$ cat config.mk
export PLATFORM = sky130hd
export DESIGN_NAME = evt_channel
export DESIGN_NICKNAME = d
export VERILOG_FILES = /design/src/rtl/evch_pkg.sv /design/src/rtl/evch_cfg_reg.sv /design/src/rtl/evch_src_mux.sv /design/src/rtl/evch_edge_det.sv /design/src/rtl/evt_channel.sv
export SDC_FILE = /design/constraint.sdc
export NUM_CORES = 1
export LEC_CHECK = 0
export ABC_AREA = 1
export CAP_MARGIN = 20
export CORE_ASPECT_RATIO = 0.9
export CORE_MARGIN = 5
export CORE_UTILIZATION = 30
export DETAILED_ROUTE_END_ITERATION = 12
export PLACE_DENSITY = 0.7
export SKIP_LAST_GASP = 1
export SLEW_MARGIN = 20
export SYNTH_ARGS = -nofsm -noshare
export SYNTH_HDL_FRONTEND = slang
export SYNTH_SLANG_ARGS = --single-unit
$ cat constraint.sdc
create_clock -name clk -period 9.8 [get_ports clk]
set_input_delay 0.98 -clock clk [delete_from_list [all_inputs] [get_ports clk]]
set_output_delay 0.98 -clock clk [all_outputs]
set_load 0.1 [all_outputs]
$ cat src/rtl/evch_pkg.sv
package evch_pkg;

    localparam int          GEN_W        = 7;
    localparam int          CLK_CH_LIMIT = 12;
    localparam logic [31:0] CTRL_RESET   = 32'h0000_8000;
    localparam logic [31:0] CTRL_MASK    = 32'h0000_CF7F;

    typedef enum logic [1:0] {
        ROUTE_DIRECT  = 2'd0,
        ROUTE_RESYNC  = 2'd1,
        ROUTE_THROUGH = 2'd2,
        ROUTE_RSVD    = 2'd3
    } route_e;

    typedef enum logic [1:0] {
        EDGE_NONE = 2'd0,
        EDGE_RISE = 2'd1,
        EDGE_FALL = 2'd2,
        EDGE_BOTH = 2'd3
    } edge_e;

    typedef struct packed {
        logic             on_demand;
        logic             stby_run;
        edge_e            edge_mode;
        route_e           route;
        logic [GEN_W-1:0] src_idx;
    } ctrl_t;

    function automatic ctrl_t decode_ctrl(input logic [31:0] w);
        ctrl_t c;
        c.on_demand = w[15];
        c.stby_run  = w[14];
        c.edge_mode = edge_e'(w[11:10]);
        c.route     = route_e'(w[9:8]);
        c.src_idx   = w[6:0];
        return c;
    endfunction

    function automatic logic edge_hit(input edge_e m, input logic cur, input logic prv);
        return (m[0] & cur & ~prv) | (m[1] & ~cur & prv);
    endfunction

endpackage

$ cat src/rtl/evch_cfg_reg.sv
module evch_cfg_reg
    import evch_pkg::*;
(
    input  logic        clk,
    input  logic        rst,
    input  logic        we,
    input  logic [31:0] wdata,
    output logic [31:0] rdata,
    output ctrl_t       ctrl
);

    logic [31:0] word_q;

    always_ff @(posedge clk) begin
        if (rst)     word_q <= CTRL_RESET;
        else if (we) word_q <= wdata & CTRL_MASK;
    end

    assign rdata = word_q;
    assign ctrl  = decode_ctrl(word_q);

    // a write is visible, masked, on the following cycle
    p_readback_r1: assert property (@(posedge clk) disable iff (rst)
        we |=> (rdata == ($past(wdata) & CTRL_MASK)));

endmodule

$ cat src/rtl/evch_src_mux.sv
module evch_src_mux
    import evch_pkg::*;
#(
    parameter int N_GEN = 128
) (
    input  logic [N_GEN-1:0] gen_in,
    input  logic [GEN_W-1:0] idx,
    output logic             src,
    output logic             valid
);

    always_comb begin
        src   = 1'b0;
        valid = 1'b0;
        for (int i = 0; i < N_GEN; i++) begin
            if (idx == GEN_W'(i) && i != 0) begin
                src   = gen_in[i];
                valid = 1'b1;
            end
        end
    end

endmodule

$ cat src/rtl/evch_edge_det.sv
module evch_edge_det
    import evch_pkg::*;
#(
    parameter int SYNC_STAGES = 2
) (
    input  logic  clk,
    input  logic  rst,
    input  logic  src,
    input  logic  resync,
    input  edge_e mode,
    output logic  pulse,
    output logic  pending
);

    logic [SYNC_STAGES-1:0] chain_q;
    logic                   samp_d;
    logic                   samp_q;
    logic                   prev_q;

    for (genvar g = 0; g < SYNC_STAGES; g++) begin : g_sync
        always_ff @(posedge clk) begin
            if (rst)         chain_q[g] <= 1'b0;
            else if (g == 0) chain_q[g] <= src;
            else             chain_q[g] <= chain_q[(g == 0) ? 0 : g - 1];
        end
    end

    assign samp_d = resync ? chain_q[SYNC_STAGES-1] : src;

    always_ff @(posedge clk) begin
        if (rst) begin
            samp_q <= 1'b0;
            prev_q <= 1'b0;
        end else begin
            samp_q <= samp_d;
            prev_q <= samp_q;
        end
    end

    assign pulse   = edge_hit(mode, samp_q, prev_q);
    assign pending = (src != prev_q) | (samp_q != prev_q)
                   | (resync & (chain_q != {SYNC_STAGES{prev_q}}));

endmodule

$ cat src/rtl/evt_channel.sv
module evt_channel
    import evch_pkg::*;
#(
    parameter int N_GEN       = 128,
    parameter int CH_IDX      = 0,
    parameter int SYNC_STAGES = 2
) (
    input  logic             clk,
    input  logic             rst,
    input  logic             reg_we,
    input  logic [31:0]      reg_wdata,
    output logic [31:0]      reg_rdata,
    input  logic [N_GEN-1:0] gen_in,
    input  logic             standby,
    output logic             evt_out,
    output logic             clk_req
);

    localparam logic CLK_OK = (CH_IDX < CLK_CH_LIMIT);

    ctrl_t ctrl;
    logic  src, src_valid;
    logic  pulse, pending;
    logic  stby_off, route_ok, active, clocked;

    evch_cfg_reg u_cfg (
        .clk   (clk),
        .rst   (rst),
        .we    (reg_we),
        .wdata (reg_wdata),
        .rdata (reg_rdata),
        .ctrl  (ctrl)
    );

    evch_src_mux #(.N_GEN(N_GEN)) u_mux (
        .gen_in (gen_in),
        .idx    (ctrl.src_idx),
        .src    (src),
        .valid  (src_valid)
    );

    evch_edge_det #(.SYNC_STAGES(SYNC_STAGES)) u_edge (
        .clk     (clk),
        .rst     (rst),
        .src     (src),
        .resync  (ctrl.route == ROUTE_RESYNC),
        .mode    (ctrl.edge_mode),
        .pulse   (pulse),
        .pending (pending)
    );

    assign stby_off = standby & ~ctrl.stby_run;
    assign clocked  = (ctrl.route == ROUTE_DIRECT) || (ctrl.route == ROUTE_RESYNC);
    assign route_ok = (ctrl.route == ROUTE_THROUGH) || (clocked && CLK_OK);
    assign active   = route_ok & ~stby_off;

    always_comb begin
        if (!active)                         evt_out = 1'b0;
        else if (ctrl.route == ROUTE_THROUGH) evt_out = src;
        else                                 evt_out = pulse;
    end

    always_comb begin
        if (!ctrl.on_demand) clk_req = active & src_valid;
        else                 clk_req = active & clocked & pending;
    end

    // standby without run-in-standby silences the channel
    p_standby_quiet_r9: assert property (@(posedge clk) disable iff (rst)
        (standby && !reg_rdata[14]) |-> (!evt_out && !clk_req));

    // reserved route gives no output and no request
    p_rsvd_route_r7: assert property (@(posedge clk) disable iff (rst)
        (reg_rdata[9:8] == 2'd3) |-> (!evt_out && !clk_req));

    // no source on the pass-through route means no output
    p_no_src_r2: assert property (@(posedge clk) disable iff (rst)
        (reg_rdata[9:8] == 2'd2 && reg_rdata[6:0] == 7'd0) |-> !evt_out);

    // edge mode none emits nothing on a clocked route
    p_edge_none_r5: assert property (@(posedge clk) disable iff (rst)
        (!reg_rdata[9] && reg_rdata[11:10] == 2'd0) |-> !evt_out);

    // high-position channels never drive a clocked route
    p_hi_channel_r8: assert property (@(posedge clk) disable iff (rst)
        (!CLK_OK && !reg_rdata[9]) |-> (!evt_out && !clk_req));

endmodule

; Word level (Yosys, flattened, before mapping)
; Index checks and enable logic that the tools add are counted.
; Widths: inputs -> output; s select.
[word_totals]
reg_bits = 17
latchBits = 0
ram_bits = 0
romBits = 0
in_bits = 164
word_cells = 415
n_memories = 0
[op_classes]
n_addsub = 0
multipliers = 0
n_div = 0
order_cmp = 0
n_eq_ne = 132
shifts = 0
mux = 258
n_bitwise = 17
reduce_logical = 3
[op_table]
columns = cell, n
row1 = $eq 7x7->1 const B, 64
row2 = $mux 1, 258
row3 = $eq 7x6->1 const B, 32
row4 = $eq 7x5->1 const B, 16
row5 = $eq 7x4->1 const B, 8
row6 = $eq 7x3->1 const B, 4
row7 = $eq 7x2->1 const B, 2
row8 = $and 1x1->1, 10
row9 = $eq 7x1->1 const B, 1
row10 = $not 1->1, 4
row11 = $or 1x1->1, 3
row12 = $eq 2x1->1 const B, 1
row13 = $eq 2x2->1 const B, 1
row14 = $logic_not 2->1, 1
row15 = $logic_or 1x1->1, 2
row16 = $ne 1x1->1, 2
row17 = $ne 2x2->1, 1

; Depth between registers and ports, before layout
[depth]
word_depth = 133
depth_mapped = 74
mapped_depth_nobuf = 74

; Hierarchy
; A second synthesis with hierarchy kept.
[unflattened]
cells_unflattened = 459
area_unflattened_um2 = 2602.5
[by_module_without_submodules]
columns = mod, instances, cells_each, area_per_inst_um2, seq_area_each_um2
row1 = evch_src_mux, 1, 299, 1554.0, 0.0
row2 = evch_cfg_reg, 1, 115, 790.8, 260.2
row3 = evch_edge_det, 1, 28, 178.9, 80.1
row4 = evt_channel, 1, 17, 78.8, 0.0

; Least setup slack after synthesis
; Ideal clock, no wire load.
[synth_path]
path_kind = register to output
startpoint = reg u_cfg.word_q[5], in the netlist u_cfg.rdata[5]
endpoint = out clk_req
arrival_ps = 7040
t_required_ps = 8820
setup_slack_ps = 1780
path_stages_with_launch = 74
n_path_buf = 1
path_cell_list = dfxtp_1 inv_2 nand2_4 nor2_4 buf_6 o2111ai_1 nand4_1 nand2_1 nand4_1 nand2_1 nand2_1 nand2_1 nand3_1 nand2_1 nand4_1 nor2_1 nand4_1 nor2_1 (+38 left out) nand4_1 nor2_1 nand4_1 nor2_1 nand4_1 nand2_1 nand4_1 nor2_1 nand4_1 nor2_1 nand4_1 nor2_1 nand4_2 nand2_1 nand2_1 nand2_1 nand2_1 nand2_1
[synth_via]
elab_chain_len = 133
[synth_rtl]
columns = element, line
row1 = "start, declared", evch_cfg_reg.sv:12  ; logic [31:0] word_q;
row2 = "start signal, assigned", evch_cfg_reg.sv:16  ; else if (we) word_q <= wdata & CTRL_MASK;
row3 = $eq 7x1->1, evch_src_mux.sv:16  ; if (idx == GEN_W'(i) && i != 0) begin
row4 = $mux 1 (127 in series), evch_src_mux.sv:16
row5 = $ne 1x1->1, evch_edge_det.sv:41  ; assign pending = (src != prev_q) | (samp_q != prev_q)
row6 = $or 1x1->1, evch_edge_det.sv:41
row7 = $or 1x1->1, evch_edge_det.sv:42  ; | (resync & (chain_q != {SYNC_STAGES{prev_q}}));
row8 = $and 1x1->1, evt_channel.sv:65  ; else clk_req = active & clocked & pending;
row9 = $mux 1 (*), evt_channel.sv:64  ; if (!ctrl.on_demand) clk_req = active & src_valid;
row10 = "end, declared", evt_channel.sv:16  ; output logic clk_req
; Mark *: on every way between the ends. The rest lies on a longest branch, timed or not.

; Worst setup path after layout
[layout_path]
startpoint = in gen_in[6]
endpoint = out clk_req
[layout_via]
elab_chain_len = 127
[layout_rtl]
columns = element, line
row1 = "start, declared", evt_channel.sv:13  ; input logic [N_GEN-1:0] gen_in,
row2 = $mux 1 (122 in series), evch_src_mux.sv:16
row3 = $ne 1x1->1, evch_edge_det.sv:41
row4 = $or 1x1->1, evch_edge_det.sv:41
row5 = $or 1x1->1, evch_edge_det.sv:42
row6 = $and 1x1->1, evt_channel.sv:65
row7 = $mux 1, evt_channel.sv:64
; No other way between the ends.

==> flow_metrics.env <==
export IMPL_ys_types=40
export IMPL_ir_drop_v=0.0000794
export IMPL_cts_tree="built"
export IMPL_cp_data_required_time_ns=8.82
export IMPL_crit_slowest_cell="clkdlybuf4s50_1"
export IMPL_path_max_fanout=3
export IMPL_min_to="u_edge.chain_q[1]"
export IMPL_netlist_area_mm2=0.00292
export IMPL_slew_headroom=0.331
export IMPL_clk_pin_slew_ns=0.06
export IMPL_num_vias=4361
export IMPL_hp_class="register to register"
export IMPL_reg2reg_from="u_cfg.rdata[0]"
export IMPL_netlist_instances=571
export IMPL_clock_path_buffers=2
export IMPL_numCtsBuffers=3
export IMPL_final_cell_count_no_fill=851
export IMPL_synthTopCellsByCount="nor2_1, nand2_1, inv_1"
export IMPL_critPathBufInv=2
export IMPL_io_buffer_count=158
export IMPL_placed_cells=846
export IMPL_fin_nets=890
export IMPL_crit_path_frequent_cell="nand4_1"
export IMPL_die_y_um=104
export IMPL_synth_area_top_cells="nor2_1, nand2_1, dfxtp_1, nand4_1, inv_1"
export IMPL_track_usage=0.217
export IMPL_yosysMostFrequentCell="nor2_1"
export IMPL_worst_setup_path_type="primary input to primary output"
export IMPL_antenna_found_initial=0
export IMPL_hold_depth=2
export IMPL_r2r_end="u_edge.samp_q"
export IMPL_hold_violations=0
export IMPL_hp_start="u_edge.chain_q[0]"
export IMPL_dpl_worst_slack_ns=0.812
export IMPL_cts_hold_buf=0
export IMPL_placed_cell_area_mm2=0.00455
export IMPL_fmax_mhz=113
export IMPL_synth_warnings=0
export IMPL_first_global_vias=4178
export IMPL_worst_endpoint_arrival_ns=7.89
export IMPL_status="finished, final reports clean"
export IMPL_post_dp_hpwl_mm=11.3
export IMPL_final_antenna_net_count=0
export IMPL_leakage_nw=1.94
export IMPL_syn_to_final_growth_pct=58.1
export IMPL_yosysSeqAreaShare=0.116
export IMPL_tightest_slew_ns=1.00
export IMPL_finalCritPeriodShare=0.905
export IMPL_routabilityCongestion=0.981
export IMPL_synth_enable_flop_cells=0
export IMPL_yosysTopAreaCellShare=0.190
export IMPL_start_util=0.304
export IMPL_crit_path_max_incr_delay_ns=0.41
export IMPL_root_buffer="clkbuf_8"
export IMPL_dr_pass1_iters=5
export IMPL_cts_max_level=1
export IMPL_chipWidth_um=114
export IMPL_avgSynthCellArea_um2=5.12
export IMPL_pwr_density_cell_mw_per_mm2=84.2
export IMPL_drt_total_wl_mm=13.7
export IMPL_viasPerCell=5.12
export IMPL_finalSetupViolCount=0
export IMPL_drc=0
export IMPL_path_delay_family="simple AND/OR/NAND/NOR gates"
export IMPL_drt_iter0_drc=294
export IMPL_multi_input_area_mm2=0.00216
export IMPL_clk_latency_ns=0.25
export IMPL_reg2reg_setup_slack_ns=2.35
export IMPL_n_fill_cell=1056
export IMPL_yosysTopAreaCell="nor2_1"
export IMPL_fin_skew_ns=0.00636
export IMPL_final_area_mm2=0.00462
export IMPL_grt_max_degree=21
export IMPL_reg2regPathDepth=66
export IMPL_cts_sinks=17
export IMPL_cp_end_kind="primary output"
export IMPL_ys_ff_latch=17
export IMPL_synth_top_flop_cell="dfxtp_1"
export IMPL_ioPinCount=198
export IMPL_seq_area_um2=340
export IMPL_std_cell_rows=34
export IMPL_worst_setup_path_start_kind="primary input"
export IMPL_grt_pass1_wl_mm=20.9
export IMPL_final_util=0.481
export IMPL_wire_per_inst_um=16.1
export IMPL_n_antenna_cell=0
export IMPL_globalRouteOverflowTotal=0
export IMPL_layout_drive_gt1_share=0.0538
export IMPL_fin_crit_ns=8.87
export IMPL_drv_cap=0
export IMPL_layout_setup_ws_ns=0.932
export IMPL_die_area_mm2=0.0118
export IMPL_finalMaxSlewViolations=0
export IMPL_grt_setup_unrepaired="true"
export IMPL_synth_async_reset_ratio=0
export IMPL_core_area_mm2=0.00961
-- worst reg2reg max path, delay by kind of cell (launching register included) --
kind	cells	cell delay (ns)
buf+inv	2	0.43
flops	1	0.44
compound gates	1	0.05
simple gates	63	6.40
-- worst max path at each step --
stage / start / end / slack [ns] / cells after the start
4_1_cts: gen_in[6] / clk_req / 0.78 / 71
2_1_floorplan: u_cfg.rdata[5] / clk_req / 1.78 / 73
6_report: gen_in[6] / clk_req / 0.93 / 71
3_5_place_dp: gen_in[6] / clk_req / 0.81 / 71
3_3_place_gp: gen_in[6] / clk_req / 0.88 / 71
5_1_grt: gen_in[6] / clk_req / -0.07 / 71
-- stage by stage --
| step | power [mW] | setup TNS (ns) | hold WS (ns) |
|---|---|---|---|
| final | 0.389 | 0 | 0.462 |
| after global routing | 0.413 | -0.0700 | 0.484 |
| after CTS | 0.384 | 0 | 0.464 |
| after detailed placement | 0.330 | 0 | 0.454 |
| after global placement | 0.328 | 0 | 0.439 |
| after floorplan | 0.241 | 0 | 0.424 |
-- cells by family (layout without fill, tap and decap cells) --
kind of cell,count (synthesis),in the layout,share of synthesized area
and+or+nand+nor,389,389,0.598
buffers and inverters,111,247,0.171
AOI/OAI and AO/OA,53,53,0.114
DFF,17,17,0.116
other,1,19,0.00128
-- placed cells by master (no fill, tap or decap), drive strengths merged --
master / n
a2111oi: 5
a211oi: 1
a21oi: 15
a22o: 1
a22oi: 1
a31o: 1
a41oi: 1
and3: 10
buf: 5
clkbuf: 4
clkdlybuf4s50: 156
clkinv: 3
conb: 19
dfxtp: 17
inv: 79
nand2: 120
nand3: 33
nand3b: 1
nand4: 45
nor2: 155
nor3: 8
nor3b: 1
nor4: 14
o2111ai: 1
o211ai: 1
o21ai: 20
o41ai: 6
or2: 2
-- metal layers --
layer,global-route usage,vias up,part of all wire
li1,-,2166,-
met1,0.291,1940,0.43
met2,0.351,233,0.46
met3,0.0501,22,0.10
met4,0.0492,0,0.013
met5,0,-,0
-- power by group --
group,total (mW),switching [mW],internal (mW)
logic,0.254,0.157,0.0972
clock network,0.0529,0.0241,0.0288
registers,0.0822,0.00692,0.0753
total,0.389,0.188,0.201
-- registers in the layout (all words and copies together) (netlist names) --
signal,count
u_edge.prev_q,1
u_edge.samp_q,1
u_edge.chain_q,2
u_cfg.rdata,13
-- final cells by class --
class / count / area share
Clock buffer: 4 / 0.00975
Inverter: 82 / 0.0672
Multi-Input combinational cell: 461 / 0.467
Sequential cell: 17 / 0.0737
Tap cell: 126 / 0.0341
Timing Repair Buffer: 161 / 0.349
-- what timing repair did --
action,CTS,global route
setup buffers,0,1
endpoints found under the setup margin,0,2
resized for setup,0,5
hold endpoints to repair,0,0
Power figures use the tool's default switching activity.
